## src/rtl/flash_erase_pkg.sv

```systemverilog
package flash_erase_pkg;

    typedef enum logic [2:0] {
        S_IDLE, S_UNLOCK, S_ERASE, S_WINDOW, S_POLL, S_RSTLO, S_RSTWAIT
    } seq_state_t;

    typedef enum logic [1:0] {B_IDLE, B_ACT, B_GAP} bus_phase_t;

    localparam logic [7:0] CMD_SECTOR = 8'h30;

    function automatic logic [11:0] step_addr(input logic [2:0] s);
        case (s)
            3'd1, 3'd4: return 12'h2AA;
            default:    return 12'h555;
        endcase
    endfunction

    function automatic logic [7:0] step_data(input logic [2:0] s);
        case (s)
            3'd1, 3'd4: return 8'h55;
            3'd2:       return 8'h80;
            default:    return 8'hAA;
        endcase
    endfunction

endpackage

```

## src/rtl/sector_queue.sv

```systemverilog
module sector_queue #(
    parameter int AW    = 20,
    parameter int DEPTH = 4
) (
    input  logic          clk,
    input  logic          rst_n,
    input  logic          push,
    input  logic [AW-1:0] push_addr,
    input  logic          pop,
    input  logic          commit,
    input  logic          rewind,
    output logic          full,
    output logic          avail,
    output logic [AW-1:0] head
);
    localparam int PW = $clog2(DEPTH) + 1;
    localparam logic [PW-1:0] FULLV = PW'(DEPTH);

    logic [AW-1:0] mem [DEPTH];
    logic [PW-1:0] wptr, rptr, bptr;

    assign full  = (wptr - bptr) == FULLV;
    assign avail = rptr != wptr;
    assign head  = mem[rptr[PW-2:0]];

    always_ff @(posedge clk) begin
        if (!rst_n) begin
            wptr <= '0;
            rptr <= '0;
            bptr <= '0;
        end else begin
            if (push && !full) begin
                mem[wptr[PW-2:0]] <= push_addr;
                wptr <= wptr + 1'b1;
            end
            if (rewind)
                rptr <= bptr;
            else if (pop && avail)
                rptr <= rptr + 1'b1;
            if (commit)
                bptr <= rptr;
        end
    end
endmodule

```

## src/rtl/flash_bus_cycle.sv

```systemverilog
module flash_bus_cycle
    import flash_erase_pkg::*;
#(
    parameter int AW     = 20,
    parameter int DW     = 8,
    parameter int WR_CYC = 2,
    parameter int RD_CYC = 2
) (
    input  logic          clk,
    input  logic          rst_n,
    input  logic          kill,
    input  logic          req,
    input  logic          wr,
    input  logic [AW-1:0] addr,
    input  logic [DW-1:0] wdata,
    output logic [DW-1:0] rdata,
    output logic          ack,
    output logic [AW-1:0] fl_addr,
    output logic [DW-1:0] fl_dout,
    input  logic [DW-1:0] fl_din,
    output logic          fl_dq_oe,
    output logic          fl_ce_n,
    output logic          fl_oe_n,
    output logic          fl_we_n
);
    localparam int LMAX = (WR_CYC > RD_CYC) ? WR_CYC : RD_CYC;
    localparam int CW   = $clog2(LMAX + 1);

    bus_phase_t    phase;
    logic [CW-1:0] cnt;
    logic          lat_wr;
    logic [CW-1:0] last;

    assign last = lat_wr ? CW'(WR_CYC - 1) : CW'(RD_CYC - 1);

    always_ff @(posedge clk) begin
        if (!rst_n || kill) begin
            phase   <= B_IDLE;
            cnt     <= '0;
            lat_wr  <= 1'b0;
            fl_addr <= '0;
            fl_dout <= '0;
            rdata   <= '0;
        end else begin
            unique case (phase)
                B_IDLE: if (req) begin
                    phase   <= B_ACT;
                    cnt     <= '0;
                    lat_wr  <= wr;
                    fl_addr <= addr;
                    fl_dout <= wdata;
                end
                B_ACT: begin
                    cnt <= cnt + 1'b1;
                    if (cnt == last) begin
                        phase <= B_GAP;
                        if (!lat_wr) rdata <= fl_din;
                    end
                end
                B_GAP: phase <= B_IDLE;
                default: phase <= B_IDLE;
            endcase
        end
    end

    assign ack      = phase == B_GAP;
    assign fl_ce_n  = phase != B_ACT;
    assign fl_we_n  = !(phase == B_ACT && lat_wr);
    assign fl_oe_n  = !(phase == B_ACT && !lat_wr);
    assign fl_dq_oe = lat_wr && phase != B_IDLE;
endmodule

```

## src/rtl/flash_erase_seq.sv

```systemverilog
module flash_erase_seq
    import flash_erase_pkg::*;
#(
    parameter int AW           = 20,
    parameter int DW           = 8,
    parameter int DEPTH        = 4,
    parameter int WR_CYC       = 2,
    parameter int RD_CYC       = 2,
    parameter int DEADLINE_CYC = 2500,
    parameter int POLL_MAX     = 100000,
    parameter int RST_CYC      = 25,
    parameter int RECOV_CYC    = 1000
) (
    input  logic          clk,
    input  logic          rst_n,
    input  logic          start,
    input  logic          abort,
    output logic          done,
    output logic          err,
    input  logic          sec_push,
    input  logic [AW-1:0] sec_addr,
    output logic          sec_full,
    output logic [AW-1:0] fl_addr,
    output logic [DW-1:0] fl_dout,
    input  logic [DW-1:0] fl_din,
    output logic          fl_dq_oe,
    output logic          fl_ce_n,
    output logic          fl_oe_n,
    output logic          fl_we_n,
    output logic          fl_rst_n
);
    localparam int WIN_LIM = DEADLINE_CYC - WR_CYC - 3;
    localparam int T1      = (RST_CYC > RECOV_CYC) ? RST_CYC : RECOV_CYC;
    localparam int TMAX    = (T1 > DEADLINE_CYC) ? T1 : DEADLINE_CYC;
    localparam int TW      = $clog2(TMAX + 1);
    localparam int PCW     = $clog2(POLL_MAX + 1);

    seq_state_t     st, st_n;
    logic [2:0]     step, step_n;
    logic [TW-1:0]  tmr, tmr_n;
    logic [PCW-1:0] pcnt, pcnt_n;
    logic [AW-1:0]  paddr, paddr_n;
    logic           pop, commit, rewind, kill, done_set, err_set, abort_take;
    logic           avail, ack, req, wr;
    logic [AW-1:0]  head, req_addr;
    logic [DW-1:0]  req_data, rdata;

    sector_queue #(.AW(AW), .DEPTH(DEPTH)) u_queue (
        .clk(clk), .rst_n(rst_n), .push(sec_push), .push_addr(sec_addr),
        .pop(pop), .commit(commit), .rewind(rewind),
        .full(sec_full), .avail(avail), .head(head)
    );

    flash_bus_cycle #(.AW(AW), .DW(DW), .WR_CYC(WR_CYC), .RD_CYC(RD_CYC)) u_bus (
        .clk(clk), .rst_n(rst_n), .kill(kill), .req(req), .wr(wr),
        .addr(req_addr), .wdata(req_data), .rdata(rdata), .ack(ack),
        .fl_addr(fl_addr), .fl_dout(fl_dout), .fl_din(fl_din),
        .fl_dq_oe(fl_dq_oe), .fl_ce_n(fl_ce_n), .fl_oe_n(fl_oe_n), .fl_we_n(fl_we_n)
    );

    assign abort_take = abort && (st == S_UNLOCK || st == S_ERASE ||
                                  st == S_WINDOW || st == S_POLL);
    assign req = (st == S_UNLOCK || st == S_ERASE || st == S_POLL) && !abort_take;
    assign wr  = st != S_POLL;

    always_comb begin
        req_addr = paddr;
        req_data = '0;
        if (st == S_UNLOCK) begin
            req_addr = AW'(step_addr(step));
            req_data = DW'(step_data(step));
        end else if (st == S_ERASE) begin
            req_addr = head;
            req_data = DW'(CMD_SECTOR);
        end
    end

    // next-state logic
    always_comb begin
        st_n = st; step_n = step; tmr_n = tmr; pcnt_n = pcnt; paddr_n = paddr;
        pop = 1'b0; commit = 1'b0; rewind = 1'b0; kill = 1'b0;
        done_set = 1'b0; err_set = 1'b0;
        if (abort_take) begin
            st_n = S_RSTLO; tmr_n = '0; kill = 1'b1;
        end else begin
            unique case (st)
                S_IDLE: if (start) begin
                    if (avail) begin st_n = S_UNLOCK; step_n = '0; end
                    else done_set = 1'b1;
                end
                S_UNLOCK: if (ack) begin
                    if (step == 3'd4) st_n = S_ERASE;
                    else step_n = step + 3'd1;
                end
                S_ERASE: if (ack) begin
                    pop = 1'b1; paddr_n = head; pcnt_n = '0; tmr_n = '0;
                    st_n = S_WINDOW;
                end
                S_WINDOW: begin
                    if (tmr >= TW'(WIN_LIM)) st_n = S_POLL;
                    else if (avail) st_n = S_ERASE;
                    else tmr_n = tmr + 1'b1;
                end
                S_POLL: if (ack) begin
                    if (rdata == '1) begin
                        commit = 1'b1;
                        if (avail) begin st_n = S_UNLOCK; step_n = '0; end
                        else begin st_n = S_IDLE; done_set = 1'b1; end
                    end else if (pcnt == PCW'(POLL_MAX - 1)) begin
                        commit = 1'b1; st_n = S_IDLE;
                        done_set = 1'b1; err_set = 1'b1;
                    end else pcnt_n = pcnt + 1'b1;
                end
                S_RSTLO: begin
                    kill = 1'b1;
                    if (tmr == TW'(RST_CYC - 1)) begin st_n = S_RSTWAIT; tmr_n = '0; end
                    else tmr_n = tmr + 1'b1;
                end
                S_RSTWAIT: begin
                    kill = 1'b1;
                    if (tmr == TW'(RECOV_CYC - 1)) begin
                        rewind = 1'b1; st_n = S_UNLOCK; step_n = '0;
                    end else tmr_n = tmr + 1'b1;
                end
                default: st_n = S_IDLE;
            endcase
        end
    end

    // state register
    always_ff @(posedge clk) begin
        if (!rst_n) begin
            st <= S_IDLE; step <= '0; tmr <= '0; pcnt <= '0; paddr <= '0;
        end else begin
            st <= st_n; step <= step_n; tmr <= tmr_n; pcnt <= pcnt_n; paddr <= paddr_n;
        end
    end

    // outputs
    always_ff @(posedge clk) begin
        if (!rst_n) begin
            done <= 1'b0; err <= 1'b0; fl_rst_n <= 1'b1;
        end else begin
            done     <= done_set;
            err      <= err_set;
            fl_rst_n <= st_n != S_RSTLO;
        end
    end
endmodule

```

## config.mk

```make
export PLATFORM = sky130hd
export DESIGN_NAME = flash_erase_seq
export DESIGN_NICKNAME = d
export VERILOG_FILES = /design/src/rtl/flash_erase_pkg.sv /design/src/rtl/sector_queue.sv /design/src/rtl/flash_bus_cycle.sv /design/src/rtl/flash_erase_seq.sv
export SDC_FILE = /design/constraint.sdc
export NUM_CORES = 1
export LEC_CHECK = 0
export ABC_CLOCK_PERIOD_IN_PS = 3200
export BUFFER_PORTS_ARGS = -buffer_cell sky130_fd_sc_hd__buf_2
export CORE_MARGIN = 2
export CORE_UTILIZATION = 45
export CTS_CLUSTER_DIAMETER = 40
export DETAILED_ROUTE_END_ITERATION = 8
export SYNTH_ARGS = -nofsm -noshare
export SYNTH_HDL_FRONTEND = slang
export SYNTH_HIERARCHICAL = 1
export SYNTH_SLANG_ARGS = --single-unit
```

## constraint.sdc

```tcl
create_clock -name clk -period 3.2 [get_ports clk]
set_input_delay 0.48 -clock clk [delete_from_list [all_inputs] [get_ports clk]]
set_output_delay 0.48 -clock clk [all_outputs]
set_load 0.01 [all_outputs]
```

## Word-level counts from Yosys, hierarchy flattened

Memories as Yosys holds them, arrays and structs flattened. A register that Yosys moved wholly into a read port is not among the register bits.
Cells that the tools add are included.

- Mux-type cells: 70
- Shift operators: 0
- Eq/ne operators: 35
- Div/mod/pow operators: 0
- $add $sub $neg: 7
- $mul: 0
- Reduce and logical (&&, ||, !) cells: 38
- Bitwise gates (word level): 5
- $lt $le $gt $ge: 1

Operators by type and width:

| operator | count |
|---|---|
| 17-bit two-way mux | 4 |
| 3-bit two-way mux | 22 |
| 12-bit two-way mux | 5 |
| 12-bit one-hot mux with 4 select lines | 1 |
| 20-bit two-way mux | 2 |
| 17-bit one-hot mux with 2 select lines | 1 |
| 2-bit != test, second input constant | 12 |
| 1-bit two-way mux | 21 |
| 3-bit one-hot mux with 7 select lines | 1 |
| 17-bit by 1-bit adder with 17-bit output, second input constant | 1 |
| 17-bit equality test, second input constant | 1 |
| 8-bit one-hot mux with 2 select lines | 1 |
| 3-bit equality test, second input constant | 5 |
| 12-bit by 1-bit adder with 12-bit output, second input constant | 1 |
| 12-bit by 10-bit equality test with 1-bit output, second input constant | 1 |
| 12-bit by 5-bit equality test with 1-bit output, second input constant | 1 |
| 12-bit greater-or-equal comparator, second input constant | 1 |
| 3-bit one-hot mux with 4 select lines | 1 |
| 11-bit two-way mux | 1 |
| 2-bit two-way mux | 5 |
| 3-bit by 1-bit adder with 3-bit output, second input constant | 3 |
| 3-bit by 2-bit equality test with 1-bit output, second input constant | 3 |
| 8-bit equality test, second input constant | 1 |
| 8-bit two-way mux | 1 |
| other kinds (26) | 60 |

- Bits of input ports: 33
- Register bits after elaboration: 108
- Memory bits (read-only): 0
- Bits in latches: 0
- Word-level logic and storage cells: 174
- Memory bits (writable): 80
- Memories kept: 1
- Output and inout bits: 36

Memory list:

| memory | words | bits a word | read ports | clocked after Yosys merged registers in | wr ports | line | RTL |
|---|---|---|---|---|---|---|---|
| u_queue.mem | 4 | 20 | 1 | 1 | 1 | sector_queue.sv:19 | `logic [AW-1:0] mem [DEPTH];` |

## Depth between registers and ports, before layout

Gate-level depths: netlist of the first run.

- Word-level depth: 11
- Gate-level depth with buffers: 12
- Depth with buffers taken out: 9

## Hierarchy

Netlist of the first run, hierarchy kept.

Modules (own cells, without submodules):

| module | seq. area each (um^2) | times used | area each (um^2) | cells each |
|---|---|---|---|---|
| sector_queue | 2622.5 | 1 | 3587.2 | 179 |
| flash_erase_seq | 1161.1 | 1 | 3453.3 | 442 |
| flash_bus_cycle | 820.8 | 1 | 1591.5 | 179 |

## Worst setup path before layout of the first run

OpenSTA, ideal clock, no wires.

- Path type: register -> register
- Start point: register st[1]
- End point: register u_bus.fl_addr[19]
- Stages on the path, launching flop included: 12
- Data required time: 3.059 ns
- Arrival time: 2.272 ns
- Slack: 0.788 ns
- Buffers on the path: 5
- Path through: dfxtp_1 -> buf_2 -> buf_1 -> nor3b_1 -> nor2_1 -> clkbuf_1 -> a21oi_1 -> or3b_1 -> buf_6 -> buf_6 -> nand2_2 -> a21oi_2

- Cells in the longest elaborated chain, start to end: 8

Ends and longest elaborated chain:

| what | line | RTL |
|---|---|---|
| from (decl) | flash_erase_seq.sv:38 | `seq_state_t st, st_n;` |
| from (signal assigned) | flash_erase_seq.sv:135 | `st <= st_n; step <= step_n; tmr <= tmr_n; pcnt <= pcnt_n; paddr <= paddr_n;` |
| 3-bit by 1-bit equality test with 1-bit output / 3-bit by 2-bit equality test with 1-bit output (equally long branches) | flash_erase_seq.sv:61, flash_erase_seq.sv:63 |  |
| 1-bit logical OR | flash_erase_seq.sv:61, flash_erase_seq.sv:63 |  |
| 1-bit logical OR | flash_erase_seq.sv:61 | `assign abort_take = abort && (st == S_UNLOCK \|\| st == S_ERASE \|\|` |
| 1-bit logical OR | flash_erase_seq.sv:62 | `st == S_WINDOW \|\| st == S_POLL);` |
| 1-bit logical AND | flash_erase_seq.sv:61 |  |
| 1-bit zero test | flash_erase_seq.sv:63 | `assign req = (st == S_UNLOCK \|\| st == S_ERASE \|\| st == S_POLL) && !abort_take;` |
| 1-bit logical AND * | flash_erase_seq.sv:63 |  |
| via req | flash_erase_seq.sv:44 | `logic avail, ack, req, wr;` |
| 2-bit AND reduction (no source line) * | -- |  |
| to (signal assigned) | flash_bus_cycle.sv:50 | `fl_addr <= addr;` |
| to (decl) | flash_bus_cycle.sv:18 | `output logic [AW-1:0] fl_addr,` |

Mark *: on every way through the listed nets, which the timed path passes. The rest lies on a longest branch.
A chain may end at the register's enable or synchronous reset.

## Worst setup path in the final report of the first run

- Start point: register u_queue.wptr[1]
- End point: register tmr[5]

- Cells in the longest elaborated chain, start to end: 3

Ends and longest elaborated chain:

| what | line | RTL |
|---|---|---|
| from (decl) | sector_queue.sv:20 | `logic [PW-1:0] wptr, rptr, bptr;` |
| from (signal assigned) | sector_queue.sv:34 | `wptr <= wptr + 1'b1;` |
| 3-bit != test | sector_queue.sv:23 | `assign avail = rptr != wptr;` |
| via avail | flash_erase_seq.sv:44 |  |
| 2-bit != test (no source line) | -- |  |
| 5-bit AND reduction (no source line) | -- |  |
| to (signal assigned) | flash_erase_seq.sv:135 |  |
| to (decl) | flash_erase_seq.sv:40 | `logic [TW-1:0] tmr, tmr_n;` |

The timed path passes the listed nets, and every way through them passes these cells.

==> results_dict.tcl, run 1 <==
set metrics [dict create \
    status "completed" \
    cts_sinks 190 \
    max-vdd-ir-drop_mv 0.3281 \
    synth_ff_type "dfxtp_1" \
    place_congestion 0.8349 \
    synth.distinct_cells 76 \
    fillers 1650 \
    arrival_ns 3.20 \
    end_kind "flip-flop" \
    postCtsSetupBuffers 0 \
    syn-cell-area_um2 8632 \
    io_pins 69 \
    final_hold_viol_count 0 \
    synth_area_per_cell_um2 10.79 \
    timing.rr.start "u_queue/wptr[1]" \
    drc 0 \
    rows 50 \
    synth-edff-count 80 \
    ff2ff_setup_slack_ns 0.32 \
    yosys_warnings 6 \
    antenna_found_initial 0 \
    insertion_delay_ns 0.43 \
    leakage_uw 0.003383 \
    grt_remaining_overflow 0 \
    synth_cells 800 \
    grt_pass1_wl_um 29970 \
    cts_buffers 17 \
    r2r_cells 8 \
    drt_pass1_iterations 5 \
    min_period_ns 2.879 \
    port_buffers 68 \
    power_density_nw_per_um2 543.7 \
    ys_seq_area_frac 0.5334 \
    diodes 0 \
    cts_hold_buffers 0 \
    grt_pass1_vias 6096 \
    tightest_slew_ns 1.067 \
    fin_nets 907 \
    async_reset_ff_frac 0 \
    fin_setup_tns_ns 0 \
    path_max_fanout 18 \
    regToRegEndpoint "tmr[5]" \
    track_usage 0.1857 \
    post_cts_resized 0 \
    vias 6235 \
    die_h_um 142.5 \
    wl_per_cell_um 16.58 \
    grt_setup_unrepaired "false" \
    final-setup-viol-count 0 \
    clock_path_buffers 2 \
    worst_hold_path_type "in2reg" \
    synth_top_area_frac 0.2783 \
    start_kind "flip-flop" \
    cts_tree "done" \
    cap_violations 0 \
    finalHoldWorstSlack_ns 0.2553 \
    pre_cts_ws_ns 0.3191 \
    worstPathRequired_ns 3.52 \
    hpwl_um 12620 \
    slew_headroom 0.2842 \
    synth_area_leader_cell "edfxtp_1" \
    start_util 0.4599 \
    synthTopCellsByArea "edfxtp_1 (28%), dfxtp_1 (26%), nand2_1 (5.7%)" \
    dieArea_um2 20310 \
    final_antenna_net_count 0 \
    htree_num_levels 4 \
    period_share 0.8998 \
    crit_path_start "u_queue/wptr[1]" \
    skew_ns 0.01497 \
    clock.fmax_mhz 347.3 \
    ctsRootBufferMaster "clkbuf_16" \
    drive_above_1_share 0.2041 \
    core_um2 18770 \
    area_growth_pct 13.67 \
    setup_slack_ns 0.3208 \
    syn_nets 848 \
    grt_max_degree 42 \
    ys_ff_latch 190 \
    crit_end "tmr[5]" \
    drt-initial-drc-count 571 \
    fp.dieW_um 142.5 \
    slew_violations 0 \
    wl_um 18340 \
    critPathKind "reg2reg" \
    vias_per_cell 5.637 \
    clkTransAtPathRegs_ns 0.08 \
]
report_power, final:
group / total [uW] / switching (uW) / internal (uW)
logic: 496 / 324 / 172
registers: 2610 / 30.7 / 2580
clock network: 2230 / 1070 / 1160
layer usage:
layer	track usage	part of all wire	vias to the layer above
li1	-	-	3073
met1	0.2492	0.47	2999
met2	0.3026	0.47	145
met3	0.04273	0.049	18
met4	0.05315	0.013	0
met5	0	0	-
kinds of logic after synthesis:
logic type,count (synthesis),share of synthesized area
DFF,190,0.5334
AOI/OAI and AO/OA,166,0.1312
xor gates and xnor gates,8,0.009856
and+or+nand+nor,310,0.1870
muxes,42,0.07784
buffers and inverters,69,0.03899
adders and majority gates,15,0.02174
per-stage QoR:
stage	std cells	area, um2	utilization	power (uW)
4_1_cts	1106	9812	0.5228	5405
6_report	1106	9812	0.5228	5334
3_3_place_gp	1074	9163	0.4882	3145
5_1_grt	1106	9812	0.5228	5561
2_1_floorplan	800	8632	-	3030
3_5_place_dp	1074	9163	0.4882	3160
sequential cells by signal, indices dropped and copies added (netlist names), 2 cells and up, named ones only:
name and flops:
paddr 20, pcnt 17, st 3, step 3, tmr 12, u_bus/cnt 2, u_bus/fl_addr 20, u_bus/fl_dout 8
u_bus/phase 2, u_bus/rdata 8, u_queue/bptr 3, u_queue/mem 80, u_queue/rptr 3, u_queue/wptr 3
worst min-delay path by stage:
stage	from	slack, ns	end	depth (start not counted)
floorplan	paddr[19]	0.44	paddr[19]	2
global placement	paddr[19]	0.44	paddr[19]	2
detailed placement	u_bus/fl_dout[1]	0.45	u_bus/fl_dout[1]	2
CTS	sec_addr[16]	0.23	u_queue/mem[2][16]	1
global route	sec_addr[16]	0.24	u_queue/mem[2][16]	1
finish	sec_addr[16]	0.26	u_queue/mem[0][16]	1
layout make-up:
type                       count  area (um2)  share of cell area
inverter                      22       82.58            0.008416
tap                          234       292.8             0.02984
multi-input combinational    541        3700              0.3771
timing repair buffer          87       483.0             0.04922
sequential                   190        4604              0.4693
clock buffer                  17       425.4             0.04336
clock inverter                15       224.0             0.02283
cell usage in the layout (no fill, tap or decap), drive strengths merged, types with 10 or more instances in the layout:
master,n
nand2,141
dfxtp,110
buf,87
a21oi,82
edfxtp,80
nor2,33
inv,29
nand3,22
mux2i,21
mux4,20
clkbuf,17
o21ai,17
ha,15
or3,13
o31ai,12
or4,12
nand2b,10
Yosys cell counts (all sizes together) (8+ instances only):
cell type	n
a21oi	82
a22o	8
and2	8
and4	8
buf	19
clkbuf	28
dfxtp	110
edfxtp	80
ha	15
inv	21
mux2i	21
mux4	20
nand2	141
nand2b	10
nand3	22
nand4	8
nor2	33
o21ai	17
o31ai	12
or3	13
or4	12
critical path, stage by stage, from the launching register on:
cell and delay, ns:
dfxtp_1 0.38, xor2_1 0.19, nor2_1 0.24, nand2_1 0.23, nor4bb_1 0.41, a221o_1 0.19, o21ai_1 0.35, nor4_1 0.41
mux2_2 0.37
Power figures use the tool's default switching activity.
==> inputs of run 2 (changes only) <==
Settings changed: REMOVE_ABC_BUFFERS set to 1, SLEW_MARGIN set to 20.
==> run 2 against run 1 <==
  * Clock skew shrank 0.0012 ns
  * Combinational power about the same
  * Clock power about the same
  * Critical path depth unchanged
  * Setup slack improved by 0.11 ns
  * Core utilization shrank 0.073 points
  * Largest cell class unchanged
  * Worst hold slack lost 0.016 ns
  * Design area fell by 0.14%
  * Critical endpoint unchanged
  * Largest power group unchanged
  * Sequential power about the same
==> results_dict.tcl, run 2 (synthesized netlist as in run 1, its figures left out) <==
set metrics [dict create \
    cts_sinks 190 \
    clkTransAtPathRegs_ns 0.08 \
    drt_pass1_iterations 5 \
    grt_pass1_wl_um 30040 \
    ctsRootBufferMaster "clkbuf_16" \
    timing.rr.start "u_queue/wptr[1]" \
    place_congestion 0.8291 \
    cts_hold_buffers 0 \
    insertion_delay_ns 0.45 \
    r2r_cells 8 \
    io_pins 69 \
    vias_per_cell 5.654 \
    max-vdd-ir-drop_mv 0.3468 \
    drc 0 \
    grt_max_degree 42 \
    track_usage 0.1887 \
    htree_num_levels 4 \
    die_h_um 142.5 \
    leakage_uw 0.003371 \
    slew_violations 0 \
    area_growth_pct 13.51 \
    fin_setup_tns_ns 0 \
    clock.fmax_mhz 361.5 \
    core_um2 18770 \
    worst_hold_path_type "in2reg" \
    power.internal_uw 3845 \
    drt-initial-drc-count 668 \
    setup_slack_ns 0.4338 \
    postCtsSetupBuffers 0 \
    whs_path_depth 1 \
    grt_setup_unrepaired "false" \
    p_sw_uw 1470 \
    switching_share 0.2765 \
    seq_power_share 0.492 \
    dieArea_um2 20310 \
    start_kind "flip-flop" \
    fp.dieW_um 142.5 \
    arrival_ns 3.10 \
    final_cell_mix "nand2_1 (131), dfxtp_1 (110), edfxtp_1 (80), a21oi_1 (71), buf_2 (68)" \
    port_buffers 68 \
    fin_util 0.5221 \
    antenna_found_initial 0 \
    largest_register_ffs 80 \
    cts_tree "done" \
    pre_cts_ws_ns 0.3716 \
    final_hold_viol_count 0 \
    period_share 0.8644 \
    wl_um 18470 \
    min_period_ns 2.766 \
    worstPathRequired_ns 3.54 \
    end_kind "flip-flop" \
    cts_buffers 17 \
    wl_per_cell_um 16.71 \
    fin_nets 906 \
    final_antenna_net_count 0 \
    drive_above_1_share 0.2044 \
    clock_path_buffers 2 \
    vias 6248 \
    critPathKind "reg2reg" \
    diodes 0 \
    clock_power_share 0.415 \
    rows 50 \
    path_max_fanout 18 \
    hpwl_um 12500 \
    grt_pass1_vias 5994 \
    status "completed" \
    cap_violations 0 \
    skew_ns 0.01380 \
    slew_headroom 0.4512 \
    crit_path_start "u_queue/wptr[1]" \
    post_cts_resized 0 \
    power_density_nw_per_um2 542.4 \
    start_util 0.4599 \
    final-setup-viol-count 0 \
    final_common_cell "nand2_1" \
    hp-start "sec_addr[17]" \
    p_comb_frac 0.093 \
    grt_remaining_overflow 0 \
    tightest_slew_ns 0.8221 \
]
[run 2: cell count changes in the layout (fill, tap and decap cells not counted)]
| cell | previous run | this run |
|---|---|---|
| buf_4 | 19 | 18 |
| bufinv_16 | 1 | 0 |
| clkinv_4 | 0 | 1 |
| clkinv_8 | 6 | 5 |
| inv_12 | 1 | 5 |
| inv_16 | 1 | 0 |
| inv_6 | 3 | 1 |
| o21ai_1 | 2 | 1 |
| o21ai_2 | 0 | 1 |
[run 2: worst paths after layout]
path | end | slack (ns)
worst max register to register | tmr[5] | 0.43
worst min register to register | u_bus/fl_addr[1] | 0.45
worst max-delay path | tmr[5] | 0.43
worst min-delay path | u_queue/mem[2][17] | 0.24
[run 2: cell type report]
| type | instances | area (um2) |
|---|---|---|
| fillers | 1639 | 8970 |
| repair buffers | 86 | 475.5 |
| inverters | 22 | 82.58 |
| flip-flops and latches | 190 | 4604 |
| clock buffers | 17 | 425.4 |
| well taps | 234 | 292.8 |
| multi-input cells | 541 | 3704 |
| clock inverters | 15 | 214.0 |
[run 2: stage by stage]
step | area, um2 | power [uW] | instances | hold slack [ns]
floorplan | 8378 | 2972 | 753 | 0.4357
global placement | 9155 | 3151 | 1073 | 0.4408
detailed placement | 9155 | 3163 | 1073 | 0.4460
CTS | 9794 | 5374 | 1105 | 0.2202
global route | 9798 | 5538 | 1105 | 0.2224
finish | 9798 | 5314 | 1105 | 0.2393
[run 2: worst max-delay path, cell delays in order, from the launching register on]
cell	delay, ns
dfxtp_1	0.45
xor2_1	0.13
nor2_1	0.25
nand2_1	0.24
nor4bb_1	0.46
a221o_1	0.25
o21ai_2	0.21
nor4_1	0.30
mux2_2	0.36
[run 2: power groups by stage]
| stage | Sequential (uW) | Combinational (uW) | Clock [uW] |
|---|---|---|---|
| 5_1_grt | 2620 | 552 | 2370 |
| 6_report | 2610 | 496 | 2210 |
| 3_5_place_dp | 2670 | 494 | 0 |
| 2_1_floorplan | 2680 | 295 | 0 |
| 3_3_place_gp | 2670 | 486 | 0 |
| 4_1_cts | 2610 | 497 | 2260 |
[run 2: routing by layer]
layer / up-vias / global-route usage / routed length, um
met5: - / 0 / 0
met4: 0 / 0.06045 / 200
li1: 3054 / - / -
met1: 3024 / 0.2551 / 8742
met3: 16 / 0.04408 / 846
met2: 154 / 0.3016 / 8680
